File: config.mk
export PLATFORM = sky130hd
export DESIGN_NAME = column_scanout
export DESIGN_NICKNAME = d
export VERILOG_FILES = /design/src/rtl/column_scanout.sv
export SDC_FILE = /design/constraint.sdc
export NUM_CORES = 1
export LEC_CHECK = 0
export BUFFER_PORTS_ARGS = -buffer_cell sky130_fd_sc_hd__clkbuf_2
export CAP_MARGIN = 20
export CORE_MARGIN = 10
export CORE_UTILIZATION = 35
export DETAILED_ROUTE_END_ITERATION = 7
export HOLD_SLACK_MARGIN = 0.1
export SLEW_MARGIN = 15
export SYNTH_ARGS = -nofsm -noshare
export SYNTH_HDL_FRONTEND = slang
export SYNTH_SLANG_ARGS = --single-unit
File: constraint.sdc
create_clock -name clk -period 6.23 [get_ports clk]
set_clock_uncertainty 0.1 [all_clocks]
set_input_delay 1.246 -clock clk [delete_from_list [all_inputs] [get_ports clk]]
set_output_delay 1.246 -clock clk [all_outputs]
set_load 0.005 [all_outputs]
File: src/rtl/column_scanout.sv
module column_scanout #(
  parameter int COLS      = 152,
  parameter int ROW_FIRST = 6,
  parameter int ROW_LAST  = 245,
  localparam int XW = $clog2(2 * COLS)
) (
  input  logic          clk,
  input  logic          rst_n,
  input  logic          pal_we,
  input  logic [3:0]    pal_idx,
  input  logic [7:0]    pal_wdata,
  output logic          vram_rd,
  output logic [15:0]   vram_addr,
  input  logic [7:0]    vram_rdata,
  output logic          pix_valid,
  output logic [XW-1:0] pix_x,
  output logic [7:0]    pix_y,
  output logic [7:0]    pix_r,
  output logic [7:0]    pix_g,
  output logic [7:0]    pix_b
);

  localparam logic [7:0] COL_END = 8'(COLS - 1);
  localparam logic [7:0] ROW_BEG = 8'(ROW_FIRST);
  localparam logic [7:0] ROW_END = 8'(ROW_LAST);

  logic       active, half;
  logic [7:0] col, row, col_d, row_d;
  logic       dat_q, right_q;
  logic [3:0] lo_nib;
  logic [7:0] pal [16];

  function automatic logic [7:0] weigh3(input logic [2:0] b);
    return (b[0] ? 8'd33 : 8'd0) + (b[1] ? 8'd71 : 8'd0) + (b[2] ? 8'd151 : 8'd0);
  endfunction

  function automatic logic [23:0] expand(input logic [7:0] c);
    return {weigh3(c[2:0]), weigh3(c[5:3]), weigh3({c[7:6], 1'b0})};
  endfunction

  assign vram_rd   = active & ~half;
  assign vram_addr = {col, row};

  always_ff @(posedge clk) begin
    if (!rst_n) begin
      active <= 1'b0;
      half   <= 1'b0;
      col    <= '0;
      row    <= ROW_BEG;
    end else begin
      active <= 1'b1;
      if (active) begin
        half <= ~half;
        if (half) begin
          if (col == COL_END) begin
            col <= '0;
            row <= (row == ROW_END) ? ROW_BEG : 8'(row + 8'd1);
          end else begin
            col <= 8'(col + 8'd1);
          end
        end
      end
    end
  end

  always_ff @(posedge clk) begin
    if (!rst_n) begin
      for (int i = 0; i < 16; i++) pal[i] <= '0;
    end else if (pal_we) begin
      pal[pal_idx] <= pal_wdata;
    end
  end

  always_ff @(posedge clk) begin
    if (!rst_n) begin
      dat_q   <= 1'b0;
      right_q <= 1'b0;
      col_d   <= '0;
      row_d   <= '0;
    end else begin
      dat_q   <= vram_rd;
      right_q <= dat_q;
      if (vram_rd) begin
        col_d <= col;
        row_d <= row;
      end
    end
  end

  always_ff @(posedge clk) begin
    if (!rst_n) begin
      pix_valid           <= 1'b0;
      pix_x               <= '0;
      pix_y               <= '0;
      lo_nib              <= '0;
      {pix_r,pix_g,pix_b} <= '0;
    end else if (dat_q) begin
      pix_valid           <= 1'b1;
      pix_x               <= XW'({col_d, 1'b0});
      pix_y               <= row_d;
      lo_nib              <= vram_rdata[3:0];
      {pix_r,pix_g,pix_b} <= expand(pal[vram_rdata[7:4]]);
    end else if (right_q) begin
      pix_valid           <= 1'b1;
      pix_x               <= pix_x + 1'b1;
      {pix_r,pix_g,pix_b} <= expand(pal[lo_nib]);
    end else begin
      pix_valid <= 1'b0;
    end
  end

endmodule


==> run summary <==
Outcome - completed
Worst path setup slack after routing - 2370 ps
Total negative setup slack - 0 ps
Drt wl/cell - 20.8 µm
Slew Viols, Final - 0
Avg Inst Size Synth - 11.3 µm²
Clock group share of total power - 42.2%
CTS buffer count - 25
CTS tree - yes
Internal power of the cells - 2.58 mW
Maximum fanout count along the critical path - 19
Comb power frac - 11.6%
Share of synthesized flip-flops with an asynchronous set or reset - 0%
Unrepaired setup endpoints after global routing - false
Flip-flop and latch count after synthesis - 209
Reg2Reg Setup Slack - 2670 ps
Setup WS pre-CTS - 1940 ps
Number of endpoints failing setup at the final stage - 0
Worst path required time - 4880 ps
Residual DRC count - 0
Most used cells in the layout excluding fill and tap cells - 131 x sky130_fd_sc_hd__and2_1, 128 x sky130_fd_sc_hd__edfxtp_1, 101 x sky130_fd_sc_hd__nand2_1
Final wirelength - 30,000 µm
Initial core utilization - 35.6%
Worst setup EP type - output port
Half-perimeter wire length after placement - 21,600 µm
Vias in the first global route - 7,368
Number of buffers between clock root and the deepest sink - 3
Worst r2r dst - pix_g[1]
Reg2reg path depth - 12
Min-Delay Endpoint - row_d[2]
Largest net degree at the start of global routing - 49
RePlAce Congestion - 0.883
Combined area of all synthesized cells - 0.0110 mm²
Horizontal extent of the die - 197 µm
Wire length of the first global-routing pass - 45,900 µm
Achievable Freq - 259 MHz
Overflow left after global routing - 0
Predominant post-synthesis flop cell - sky130_fd_sc_hd__edfxtp_1
Instance count along the most critical hold path - 2
Number of distinct library cells after synthesis - 46
Number of iterations in the first detailed-routing pass - 5
Peak ir drop on the vdd network - 0.165 mV
Transition time at the pin with the least slew margin - 1030 ps
# resized after CTS - 0
Arrival time of the worst setup path - 2510 ps
Critical Path Source Type - register
EDFF count, synth - 128
Net switching fraction of the power - 25.4%
DR vias - 7,649
Sequential fraction of design power - 46.2%
Final worst path period need - 3860 ps
Area share of the largest cell type after synthesis - 35.1%
Hold buffer count at cts - 0
Synthesized Nets - 1,011
Fraction of layout cells with a size suffix above 1 - 19.0%
Top cells by area in the synthesized netlist - sky130_fd_sc_hd__edfxtp_1 35%, sky130_fd_sc_hd__dfxtp_1 15%, sky130_fd_sc_hd__mux2i_1 8.0%
Placeable core region - 0.0307 mm²
Number of H-tree levels - 1
Net count of the finished layout - 1,068
Number of maximum-capacitance violations - 0
Vias per Instance - 5.31
Mapped Cells - 968
Clock latency on the worst-skew pair - 530 ps
Synth-to-Final Area Change - 13.7%
Cell Rows - 64
Final antenna-violating net count - 0
Number of DRC markers in iteration 0 - 711
Total die area - 0.0388 mm²
Clock-pin slew on the worst setup and hold paths - 60 ps
Vertical die dimension - 197 µm
Share of the yosys chip area belonging to registers - 49.9%
Port Buffer Count - 80
Static Leak - 4.55 nW
Power Dens Cells - 278 mW/mm²
Root buffer cell - sky130_fd_sc_hd__clkbuf_16
Post-route clock period utilization - 61.9%
Number of antenna violations at the first check in global routing - 1
Net switching power of the design - 0.879 mW
Hold Crit Start - row_d[2]
Worst slew slack as a fraction of its limit - 30.4%
Most common cell after layout, fill and taps aside - sky130_fd_sc_hd__and2_1
Biggest area consumer among synthesized cells - sky130_fd_sc_hd__edfxtp_1
GRT Total Usage - 15.2%
Classification of the worst-slack hold path - reg2reg
Buffers inserted by post-CTS timing repair - 0
Critical path start-end classification - reg2out
Clock sink count - 209
Number of top-level pins - 82
Final hold violation count - 0
Total number of yosys warnings - 0
power groups by stage:
stage               logic, mW  clock network [mW]  registers, mW
floorplan               0.286                   0           1.59
global placement        0.396                   0           1.63
detailed placement      0.401                   0           1.63
CTS                     0.404                1.49           1.60
global route            0.444                1.54           1.61
finish                  0.401                1.46           1.60
stage by stage:
step | hold WS [ps] | std cells | util, % | total power [mW] | cell area (µm²)
after floorplan | 333 | 968 | - | 1.88 | 11000
after global placement | 342 | 1391 | 37.8 | 2.02 | 11600
after detailed placement | 350 | 1391 | 37.8 | 2.03 | 11600
after CTS | 357 | 1436 | 40.5 | 3.49 | 12400
after global routing | 378 | 1439 | 40.5 | 3.59 | 12500
final | 356 | 1440 | 40.5 | 3.46 | 12500
cells in the mapped netlist (all sizes together) (9+ instances only):
cell type and n:
and2 131, edfxtp 128, nand2 101, mux2i 88
dfxtp 81, nor2 71, a21oi 39, buf 36
o21ai 35, mux4 32, clkbuf 28, a22oi 25
mux2 19, o21a 14, fa 12, nand4 12
xnor2 10, nand2b 9, nand3 9, nor3 9
worst max-delay path by stage:
stage             startpoint       end  slack [ps]
6_report                half   vram_rd        2370
5_1_grt                 half   vram_rd        2080
4_1_cts                 half   vram_rd        2260
3_5_place_dp   vram_rdata[4]  pix_g[1]        1940
3_3_place_gp   vram_rdata[4]  pix_g[1]        1970
2_1_floorplan  vram_rdata[6]  pix_g[1]        2650
critical path, stage by stage (launching register included):
cell                       delay, ps
sky130_fd_sc_hd__dfxtp_1         410
sky130_fd_sc_hd__nand2b_1        650
sky130_fd_sc_hd__clkinv_1        650
sky130_fd_sc_hd__clkbuf_2        270
registers in the layout, summed over array words and instances (netlist names), named ones only:
name / cells
row_d: 8
right_q: 1
col_d: 8
dat_q: 1
col: 8
pix_y: 8
active: 1
pix_r: 7
half: 1
pal: 128
row: 8
pix_b: 5
pix_valid: 1
pix_g: 7
pix_x: 9
lo_nib: 4
layout make-up:
| type | count | area, µm² |
|---|---|---|
| sequential | 209 | 5470 |
| multi-input combinational | 685 | 5130 |
| clock buffer | 32 | 703 |
| inverter | 10 | 37.5 |
| timing repair buffer | 94 | 498 |
| clock inverter | 13 | 121 |
| fill | 2966 | 18300 |
| antenna | 1 | 2.50 |
| tap | 396 | 495 |
routing by layer:
metal | up-vias | global-route usage, % | wire (µm)
met5 | - | 0 | 0
li1 | 3613 | - | -
met3 | 41 | 3.12 | 2120
met1 | 3744 | 22.0 | 14400
met4 | 0 | 3.50 | 602
met2 | 251 | 22.6 | 12900
kinds of logic (layout without fill, tap and decap cells):
group | count (synthesis) | count (layout) | share of synthesized area [%]
AND/OR/NAND/NOR | 361 | 361 | 16.9
flip-flops | 209 | 209 | 49.9
AO/OA/AOI/OAI | 148 | 148 | 8.99
multiplexers | 139 | 139 | 16.6
buffers and inverters | 74 | 149 | 3.24
adder cells (fa/ha/maj) | 20 | 20 | 3.11
XOR/XNOR | 16 | 16 | 1.28
other | 1 | 2 | 0.0342
No activity file was read; power rests on OpenSTA's default activity.
